$ cat src/rtl/uart_pkg.sv
// Shared types and helpers for the serial transceiver.
// Assumes characters of 5..8 bits carried in an 8-bit container.
package uart_pkg;

    typedef enum logic [2:0] {
        TX_IDLE, TX_START, TX_DATA, TX_PAR, TX_STOP1, TX_STOP2
    } tx_state_t;

    typedef enum logic [2:0] {
        RX_IDLE, RX_START, RX_DATA, RX_PAR, RX_STOP, RX_WAIT_HI
    } rx_state_t;

    // Mask keeping the low nbits of a byte
    function automatic logic [7:0] char_mask(input logic [3:0] nbits);
        return 8'hFF >> (4'd8 - nbits);
    endfunction

endpackage

$ cat src/rtl/uart_baud.sv
// Baud prescaler: a down-counter reloaded with the divisor on reaching zero.
// Emits one tick per reload, i.e. every divisor+1 clocks.
// Assumes the divisor is held stable while traffic is in progress.
module uart_baud #(
    parameter int DIV_W = 16
) (
    input  logic             clk,
    input  logic             rst_n,
    input  logic [DIV_W-1:0] divisor,
    output logic             tick
);
    logic [DIV_W-1:0] cnt;

    assign tick = (cnt == '0);

    // Count down; reload on zero
    always_ff @(posedge clk) begin
        if (!rst_n)       cnt <= '0;
        else if (tick)    cnt <= divisor;
        else              cnt <= cnt - 1'b1;
    end

    a_r1_tick_gap: assert property (@(posedge clk) disable iff (!rst_n)
        (tick && divisor != '0) |=> !tick);

endmodule

$ cat src/rtl/uart_tx.sv
// Transmitter: one-byte holding register feeding a shift register.
// A new frame starts when tx_en is high and the holding register is full.
// Assumes tick is a single-cycle strobe; os_last is ticks-per-bit minus one.
module uart_tx
    import uart_pkg::*;
(
    input  logic       clk,
    input  logic       rst_n,
    input  logic       tick,
    input  logic [3:0] os_last,
    input  logic       tx_en,
    input  logic [3:0] len_bits,
    input  logic       par_en,
    input  logic       par_odd,
    input  logic       two_stop,
    input  logic       wr,
    input  logic [7:0] wdata,
    output logic       txd,
    output logic       empty,
    output logic       done
);
    tx_state_t  st;
    logic [7:0] hold;
    logic       hold_full;
    logic [7:0] sh;
    logic [2:0] bitn;
    logic [3:0] os;
    logic       par_bit;

    assign empty = !hold_full;

    // Frame sequencer, holding register and line driver
    always_ff @(posedge clk) begin
        if (!rst_n) begin
            st <= TX_IDLE; hold <= '0; hold_full <= 1'b0; sh <= '0;
            bitn <= '0; os <= '0; par_bit <= 1'b0; txd <= 1'b1; done <= 1'b0;
        end else begin
            if (st == TX_IDLE) begin
                if (tx_en && hold_full) begin
                    sh        <= hold;
                    par_bit   <= (^(hold & char_mask(len_bits))) ^ par_odd;
                    hold_full <= 1'b0;
                    st        <= TX_START;
                    os        <= '0;
                    txd       <= 1'b0;
                end
            end else if (tick) begin
                if (os != os_last) begin
                    os <= os + 1'b1;
                end else begin
                    os <= '0;
                    case (st)
                        TX_START: begin
                            st <= TX_DATA; bitn <= '0; txd <= sh[0];
                        end
                        TX_DATA: begin
                            if ({1'b0, bitn} == len_bits - 4'd1) begin
                                st  <= par_en ? TX_PAR : TX_STOP1;
                                txd <= par_en ? par_bit : 1'b1;
                            end else begin
                                sh   <= sh >> 1;
                                txd  <= sh[1];
                                bitn <= bitn + 1'b1;
                            end
                        end
                        TX_PAR: begin
                            st <= TX_STOP1; txd <= 1'b1;
                        end
                        TX_STOP1: begin
                            if (two_stop) st <= TX_STOP2;
                            else begin
                                st <= TX_IDLE;
                                if (!hold_full) done <= 1'b1;
                            end
                        end
                        default: begin
                            st <= TX_IDLE;
                            if (!hold_full) done <= 1'b1;
                        end
                    endcase
                end
            end
            if (wr) begin
                hold <= wdata; hold_full <= 1'b1; done <= 1'b0;
            end
        end
    end

    a_r2_idle_line_high: assert property (@(posedge clk) disable iff (!rst_n)
        (st == TX_IDLE) |-> txd);
    a_r3_write_fills: assert property (@(posedge clk) disable iff (!rst_n)
        wr |=> !empty);
    a_r4_done_implies_empty: assert property (@(posedge clk) disable iff (!rst_n)
        done |-> empty);

endmodule

$ cat src/rtl/uart_rx.sv
// Receiver: two-flop input synchroniser, mid-bit sampling, receive buffer
// with per-character error flags and one waiting slot behind the buffer.
// Assumes tick is a single-cycle strobe; os_mid is half a bit minus one tick.
module uart_rx
    import uart_pkg::*;
(
    input  logic       clk,
    input  logic       rst_n,
    input  logic       tick,
    input  logic [3:0] os_last,
    input  logic [3:0] os_mid,
    input  logic       rx_en,
    input  logic [3:0] len_bits,
    input  logic       par_en,
    input  logic       par_odd,
    input  logic       rxd_in,
    input  logic       rd,
    output logic [7:0] rdata,
    output logic       ready,
    output logic       fe,
    output logic       pe,
    output logic       ovr
);
    rx_state_t  st;
    logic       s1, s2;
    logic [7:0] sh, wdat;
    logic [2:0] bitn;
    logic [3:0] os;
    logic       pacc, perr, waiting, wfe, wpe;
    logic       buf_free;
    logic [7:0] new_char;

    assign buf_free = !ready || (rd && !waiting);
    assign new_char = sh >> (4'd8 - len_bits);

    // Bring the asynchronous line into the clock domain
    always_ff @(posedge clk) begin
        if (!rst_n) begin s1 <= 1'b1; s2 <= 1'b1; end
        else        begin s1 <= rxd_in; s2 <= s1; end
    end

    // Receive sequencer, buffer and flag bookkeeping
    always_ff @(posedge clk) begin
        if (!rst_n || !rx_en) begin
            st <= RX_IDLE; sh <= '0; wdat <= '0; bitn <= '0; os <= '0;
            pacc <= 1'b0; perr <= 1'b0; waiting <= 1'b0; wfe <= 1'b0; wpe <= 1'b0;
            rdata <= '0; ready <= 1'b0; fe <= 1'b0; pe <= 1'b0; ovr <= 1'b0;
        end else begin
            if (rd && ready) begin
                if (waiting) begin
                    rdata <= wdat; fe <= wfe; pe <= wpe; ovr <= 1'b0; waiting <= 1'b0;
                end else begin
                    ready <= 1'b0; fe <= 1'b0; pe <= 1'b0; ovr <= 1'b0;
                end
            end
            case (st)
                RX_IDLE: begin
                    if (!s2) begin
                        st <= RX_START; os <= '0;
                        if (waiting && !rd) begin ovr <= 1'b1; waiting <= 1'b0; end
                    end
                end
                RX_START: if (tick) begin
                    if (os != os_mid) os <= os + 1'b1;
                    else if (s2)      st <= RX_IDLE;
                    else begin
                        st <= RX_DATA; os <= '0; bitn <= '0; pacc <= 1'b0;
                    end
                end
                RX_WAIT_HI: if (s2) st <= RX_IDLE;
                default: if (tick) begin
                    if (os != os_last) os <= os + 1'b1;
                    else begin
                        os <= '0;
                        if (st == RX_DATA) begin
                            sh   <= {s2, sh[7:1]};
                            pacc <= pacc ^ s2;
                            bitn <= bitn + 1'b1;
                            if ({1'b0, bitn} == len_bits - 4'd1)
                                st <= par_en ? RX_PAR : RX_STOP;
                        end else if (st == RX_PAR) begin
                            perr <= (s2 != (pacc ^ par_odd));
                            st   <= RX_STOP;
                        end else begin
                            st <= s2 ? RX_IDLE : RX_WAIT_HI;
                            if (buf_free) begin
                                rdata <= new_char; ready <= 1'b1; fe <= !s2;
                                pe <= par_en && perr; ovr <= 1'b0;
                            end else begin
                                wdat <= new_char; waiting <= 1'b1; wfe <= !s2;
                                wpe <= par_en && perr;
                            end
                        end
                    end
                end
            endcase
        end
    end

    a_r10_disable_flushes: assert property (@(posedge clk) disable iff (!rst_n)
        !rx_en |=> !ready);
    a_r7_flags_need_char: assert property (@(posedge clk) disable iff (!rst_n)
        (fe || pe || ovr) |-> ready);
    a_r9_overrun_keeps_byte: assert property (@(posedge clk) disable iff (!rst_n)
        $rose(ovr) |-> (ready && $stable(rdata)));

endmodule

$ cat src/rtl/uart_xcvr.sv
// Full-duplex asynchronous transceiver top: shared prescaler, transmitter
// and receiver. Assumes configuration inputs change only while idle.
module uart_xcvr #(
    parameter int DIV_W = 16
) (
    input  logic             clk,
    input  logic             rst_n,
    input  logic [DIV_W-1:0] divisor,
    input  logic             dbl_speed,
    input  logic [1:0]       char_len,
    input  logic             par_en,
    input  logic             par_odd,
    input  logic             two_stop,
    input  logic             tx_en,
    input  logic             rx_en,
    input  logic             tx_wr,
    input  logic [7:0]       tx_data,
    input  logic             rx_rd,
    input  logic             rxd,
    output logic             txd,
    output logic             tx_empty,
    output logic             tx_done,
    output logic [7:0]       rx_data,
    output logic             rx_ready,
    output logic             err_frame,
    output logic             err_parity,
    output logic             err_overrun
);
    localparam logic [3:0] OS_LAST_N = 4'd15;
    localparam logic [3:0] OS_LAST_D = 4'd7;

    logic       tick;
    logic [3:0] os_last, os_mid, len_bits;

    assign os_last  = dbl_speed ? OS_LAST_D : OS_LAST_N;
    assign os_mid   = os_last >> 1;
    assign len_bits = 4'd5 + {2'b00, char_len};

    uart_baud #(.DIV_W(DIV_W)) u_baud (
        .clk(clk), .rst_n(rst_n), .divisor(divisor), .tick(tick)
    );

    uart_tx u_tx (
        .clk(clk), .rst_n(rst_n), .tick(tick), .os_last(os_last), .tx_en(tx_en),
        .len_bits(len_bits), .par_en(par_en), .par_odd(par_odd),
        .two_stop(two_stop), .wr(tx_wr), .wdata(tx_data), .txd(txd),
        .empty(tx_empty), .done(tx_done)
    );

    uart_rx u_rx (
        .clk(clk), .rst_n(rst_n), .tick(tick), .os_last(os_last), .os_mid(os_mid),
        .rx_en(rx_en), .len_bits(len_bits), .par_en(par_en), .par_odd(par_odd),
        .rxd_in(rxd), .rd(rx_rd), .rdata(rx_data), .ready(rx_ready),
        .fe(err_frame), .pe(err_parity), .ovr(err_overrun)
    );

endmodule

$ cat config.mk
export PLATFORM = sky130hd
export DESIGN_NAME = uart_xcvr
export DESIGN_NICKNAME = d
export VERILOG_FILES = /design/src/rtl/uart_pkg.sv /design/src/rtl/uart_baud.sv /design/src/rtl/uart_tx.sv /design/src/rtl/uart_rx.sv /design/src/rtl/uart_xcvr.sv
export SDC_FILE = /design/constraint.sdc
export NUM_CORES = 1
export LEC_CHECK = 0
export ABC_AREA = 1
export BUFFER_PORTS_ARGS = -buffer_cell sky130_fd_sc_hd__buf_2
export CORE_MARGIN = 2
export CORE_UTILIZATION = 30
export CTS_CLUSTER_DIAMETER = 60
export DETAILED_ROUTE_END_ITERATION = 10
export PLACE_DENSITY = 0.55
export SLEW_MARGIN = 40
export SYNTH_ARGS = -nofsm -noshare
export SYNTH_HDL_FRONTEND = slang
export SYNTH_SLANG_ARGS = --single-unit
$ cat constraint.sdc
create_clock -name clk -period 2.5 [get_ports clk]
set_clock_uncertainty 0.1 [all_clocks]
set_input_delay 0.5 -clock clk [delete_from_list [all_inputs] [get_ports clk]]
set_output_delay 0.5 -clock clk [all_outputs]
set_load 0.03 [all_outputs]
Word level (Yosys, flattened, before mapping) --
Cells that the tools add are included.
Storage, ports and cells: register bits 91, word-level logic and storage cells 242
Operators by class: add/sub/neg operators 8, equal/unequal tests 28, shifts and indexed selects 2, multiplexer cells 116, bitwise operators 15, reductions and logical operators 46
Operators with widths (number):
- two-way mux 8 bit | 14
- two-way mux 3 bit | 24
- two-way mux 1 bit | 56
- two-way mux 4 bit | 10
- AND reduction 5 bit | 4
- zero test 16 bit | 1
- two-way mux 16 bit | 1
- != test 2 bit (second input constant) | 8
- subtractor 16 x 1 -> 16 bit (second input constant) | 1
- nonzero test 2 bit | 7
- equality test 3 x 2 -> 1 bit (second input constant) | 4
- one-hot mux 3 bit (2 select lines) | 2
- one-hot mux 3 bit (4 select lines) | 1
- one-hot mux 4 bit (3 select lines) | 1
- AND reduction 4 bit | 3
- AND reduction 6 bit | 2
- NOT 1 bit | 11
- one-hot mux 3 bit (3 select lines) | 1
- adder 4 x 1 -> 4 bit (second input constant) | 2
- bitwise AND 8 bit | 1
- equality test 3 x 4 -> 1 bit | 2
- != test 4 bit | 2
- one-hot mux 1 bit (2 select lines) | 4
- XOR reduction 8 bit | 1
- other kinds (28) | 52

Depth between registers and ports, before layout --
depth in word-level cells 9, gate-level depth with buffers 15, depth with buffers taken out 14

Hierarchy --
From an unflattened synthesis, not the netlist that was laid out.
Second synthesis, totals: cell total of the unflattened synthesis 911, area, all modules 5602.9 µm²
Modules (own cells, without submodules):
- uart_rx | times used 1, cells each 449, area an instance 2690.1 µm², seq. area each 900.9 µm²
- uart_tx | times used 1, cells each 268, area an instance 1773.0 µm², seq. area each 600.6 µm²
- uart_baud | times used 1, cells each 187, area an instance 1096.1 µm², seq. area each 320.3 µm²
- uart_xcvr | times used 1, cells each 7, area an instance 43.8 µm², seq. area each 0.0 µm²

Least setup slack after synthesis --
No wires, ideal clock.
kind in2reg, start in char_len[0], end reg u_tx.sh[5], arrival time 1.819 ns, data required time 2.287 ns, setup slack 0.468 ns, stages 15, path buffers 1, cells stage by stage inv_2 -> ha_1 -> inv_1 -> nand2_1 -> nand2_2 -> nand2_1 -> nand2_1 -> nand2_1 -> nand2_1 -> nand2_1 -> nand3_4 -> buf_6 -> nand2_2 -> nand2_1 -> nor2_1
Between the ends: cells in the longest elaborated chain, start to end 5
RTL lines:
- from (decl) | RTL line uart_xcvr.sv:10 | input logic [1:0] char_len,
- adder 3 x 2 -> 4 bit | RTL line uart_xcvr.sv:37 | assign len_bits = 4'd5 + {2'b00, char_len};
- subtractor 4 x 1 -> 4 bit | RTL line uart_tx.sv:57 | if ({1'b0, bitn} == len_bits - 4'd1) begin
- equality test 3 x 4 -> 1 bit | RTL line uart_tx.sv:57
- != test 2 x 1 -> 1 bit (no line)
- AND reduction 5 bit (no line)
- to (signal assigned) | RTL line uart_tx.sv:40 | sh <= hold;
- to (signal assigned) | RTL line uart_tx.sv:61 | sh <= sh >> 1;
- to (decl) | RTL line uart_tx.sv:25 | logic [7:0] sh;
Every way passes these cells. A chain may end at the register's enable or synchronous reset.

Worst setup path after layout --
start reg u_baud.cnt[0], end reg u_rx.sh[7]
Between the ends: cells in the longest elaborated chain, start to end 2
RTL lines:
- from (decl) | RTL line uart_baud.sv:12 | logic [DIV_W-1:0] cnt;
- from (signal assigned) | RTL line uart_baud.sv:19 | else if (tick) cnt <= divisor;
- from (signal assigned) | RTL line uart_baud.sv:20 | else cnt <= cnt - 1'b1;
- zero test 16 bit | RTL line uart_baud.sv:14 | assign tick = (cnt == '0);
- AND reduction 4 bit (no line)
- to (signal assigned) | RTL line uart_rx.sv:76 | sh <= {s2, sh[7:1]};
- to (decl) | RTL line uart_rx.sv:26 | logic [7:0] sh, wdat;
Every way passes these cells.

==> flow_metrics.tcl <==
set metrics [dict create \
    outcome "finished clean" \
    synth_top_area_cell "dfxtp_1" \
    wire_per_inst_um 12.1 \
    power_frac_comb 0.369 \
    worstSetupStartpoint "u_baud.cnt[0]" \
    drtAntennaViolNets 0 \
    place_area_um2 5640 \
    period_needed_ns 2.06 \
    synth_edf_count 0 \
    ff2ff_path_depth 9 \
    preCtsSetupSlack_ns 0.160 \
    avgSynthCellArea_um2 6.55 \
    cts.htree.levels 3 \
    intPower_mw 3.12 \
    coreArea_um2 16600 \
    instances_no_fill 1059 \
    crit_type "reg -> reg" \
    synth_nets 831 \
    synth_ff_type "dfxtp_1" \
    layout-drive-gt1-share 0.132 \
    yosysMostFrequentCell "nand2_1" \
    critPathLaunchType "register" \
    num_vias 4885 \
    setup_viol 0 \
    hp-class "in -> reg" \
    areaGrowthSynthToFinish_pct 15.7 \
    grt_pass1_vias 4506 \
    drt_iter0_drc 263 \
    cts_setup_buffers 0 \
    dr.pass1.iters 6 \
    fin_area_um2 5940 \
    critPathRequiredTime_ns 2.64 \
    clk_pin_slew_ns 0.07 \
    cts-buffers-inserted 9 \
    routed_via_density 4.61 \
    crit_end "u_rx.sh[7]" \
    cts_hold_buf 0 \
    clock_path_buffers 2 \
    die-area_um2 18200 \
    netlist.area_leader.share 0.355 \
    yosysSeqAreaShare 0.355 \
    synth.ff_latch_count 91 \
    multi_input_comb_area_um2 2840 \
    gp_congestion 0.867 \
    cts-root-buf "clkbuf_16" \
    maxSlewHeadroom 0.558 \
    hold_slack_ns 0.242 \
    p_sw_frac 0.394 \
    slew_viol_final 0 \
    power_density_nw_per_um2 867 \
    synth_cells 784 \
    pwr-share-seq 0.354 \
    grt_max_degree 33 \
    min_period_over_period 0.824 \
    pwr-share-clk 0.277 \
    boundaryPins 52 \
    place_inst 1043 \
    finalSetupTns_ns 0 \
    cap_violations 0 \
    synth.area.top_cells "dfxtp_1 (35%), nand2_1 (15%), a21oi_1 (6.8%)" \
    fmax_mhz 485 \
    async_reset_ff_frac 0 \
    synth_cell_types 42 \
    diodes 0 \
    die_w_um 135 \
    ys_warn_count 0 \
    track_usage 0.148 \
    switching_power_mw 2.03 \
    clk_latency_ns 0.35 \
    synth_common_cells "nand2_1 (212), inv_1 (93), dfxtp_1 (91)" \
    num-fill-cells 1816 \
    regArea_um2 1820 \
    dp_hpwl_mm 9.32 \
    r2r_slack_ns 0.44 \
    drt-total-wl_mm 12.8 \
    die_h_um 135 \
    antenna_found_initial 0 \
    crit_arrival_ns 2.20 \
    grt_setup_unrepaired "no" \
    r2r-end "u_rx.sh[7]" \
    vdd_ir_drop_max_mv 0.384 \
    fp-row-count 47 \
    setup_slack_ns 0.440 \
    cts.sinks 91 \
    nets 881 \
    netlist_area_um2 5140 \
    crit_fanout 8 \
    leakagePower_nw 2.61 \
    ctsResizeCount 0 \
    grt_pass1_wl_mm 21.9 \
    cts_tree "done" \
    reg2reg_from "u_baud.cnt[0]" \
    overflow 0 \
    worst_pin_slew_ns 0.662 \
    start_util 0.309 \
    drc 0 \
    crit_path_end_kind "register" \
    port_buffers 51 \
    hold_violations 0 \
]
## cells by family after synthesis
kind of cell / Yosys count / synth area share
compound gates: 145 / 0.151
xor+xnor: 15 / 0.0256
flops: 91 / 0.355
simple gates: 402 / 0.352
buf+inv: 121 / 0.0931
fa+ha+maj: 10 / 0.0244
## worst min path at each step
| stage | from | endpoint | slack (ns) | cells past startpoint |
|---|---|---|---|---|
| 2_1_floorplan | u_rx.s1 | u_rx.s2 | 0.29 | 1 |
| 3_3_place_gp | u_rx.s1 | u_rx.s2 | 0.31 | 1 |
| 3_5_place_dp | u_rx.s1 | u_rx.s2 | 0.31 | 1 |
| 4_1_cts | rxd | u_rx.s1 | 0.23 | 2 |
| 5_1_grt | rxd | u_rx.s1 | 0.25 | 2 |
| 6_report | rxd | u_rx.s1 | 0.24 | 2 |
## worst max-delay path: stages (launching register included)
cell and delay, ns:
dfxtp_1 0.31, inv_1 0.11, ha_1 0.23, nand4_1 0.11, nor2_1 0.12, nand2_2 0.16
nor2_2 0.29, nand2_1 0.23, o21ai_0 0.23, a21oi_1 0.06
## metal layers
layer | share of wire | up-vias | global-route usage
met5 | 0 | - | 0
met1 | 0.52 | 2164 | 0.206
met3 | 0.031 | 13 | 0.0240
met4 | 0.013 | 0 | 0.0503
li1 | - | 2636 | -
met2 | 0.43 | 72 | 0.232
## state kept, by name (all words and copies together), names as in the netlist, 4 cells and up
signal      count
u_baud.cnt     16
u_rx.os         4
u_rx.rdata      8
u_rx.sh         8
u_rx.wdat       8
u_tx.hold       8
u_tx.os         4
u_tx.sh         8
## layout make-up
class / instances / share of cell area
Clock buffer: 13 / 0.0438
Inverter: 99 / 0.0625
Timing Repair Buffer: 61 / 0.0556
Tap cell: 220 / 0.0463
Sequential cell: 91 / 0.307
Clock inverter: 3 / 0.00779
Multi-Input combinational cell: 572 / 0.477
## power by group through the flow
| stage | sequential, mW | clock, mW | combinational (mW) |
|---|---|---|---|
| floorplan | 1.83 | 0 | 1.52 |
| detailed placement | 1.85 | 0 | 1.91 |
| CTS | 1.82 | 1.46 | 1.92 |
| global route | 1.85 | 1.52 | 2.18 |
| global placement | 1.85 | 0 | 1.91 |
| finish | 1.82 | 1.43 | 1.90 |
## through the flow
step,total power [mW],utilization
global placement,3.76,0.339
detailed placement,3.76,0.339
finish,5.15,0.357
CTS,5.20,0.357
floorplan,3.34,-
global route,5.55,0.357
## placed cells by master, fill, tap and decap left out, drive strengths merged
cell,synthesis,final
nand2,223,223
ha,10,10
or2,4,4
dfxtp,91,91
o21ai,59,59
xor2,11,11
a21oi,70,70
a22o,1,1
nor4,2,2
a22oi,1,1
buf,10,61
clkinvlp,0,1
clkbuf,12,13
nor3,12,12
bufinv,0,1
nor2,86,86
a31oi,6,6
o211ai,1,1
o211a,1,1
nand3,47,47
xnor2,4,4
clkinv,1,2
a211oi,2,2
nand4,22,22
o22ai,2,2
o21a,1,1
o31ai,1,1
inv,98,98
nand3b,5,5
and2,1,1
(Power assumes the default switching activity.)
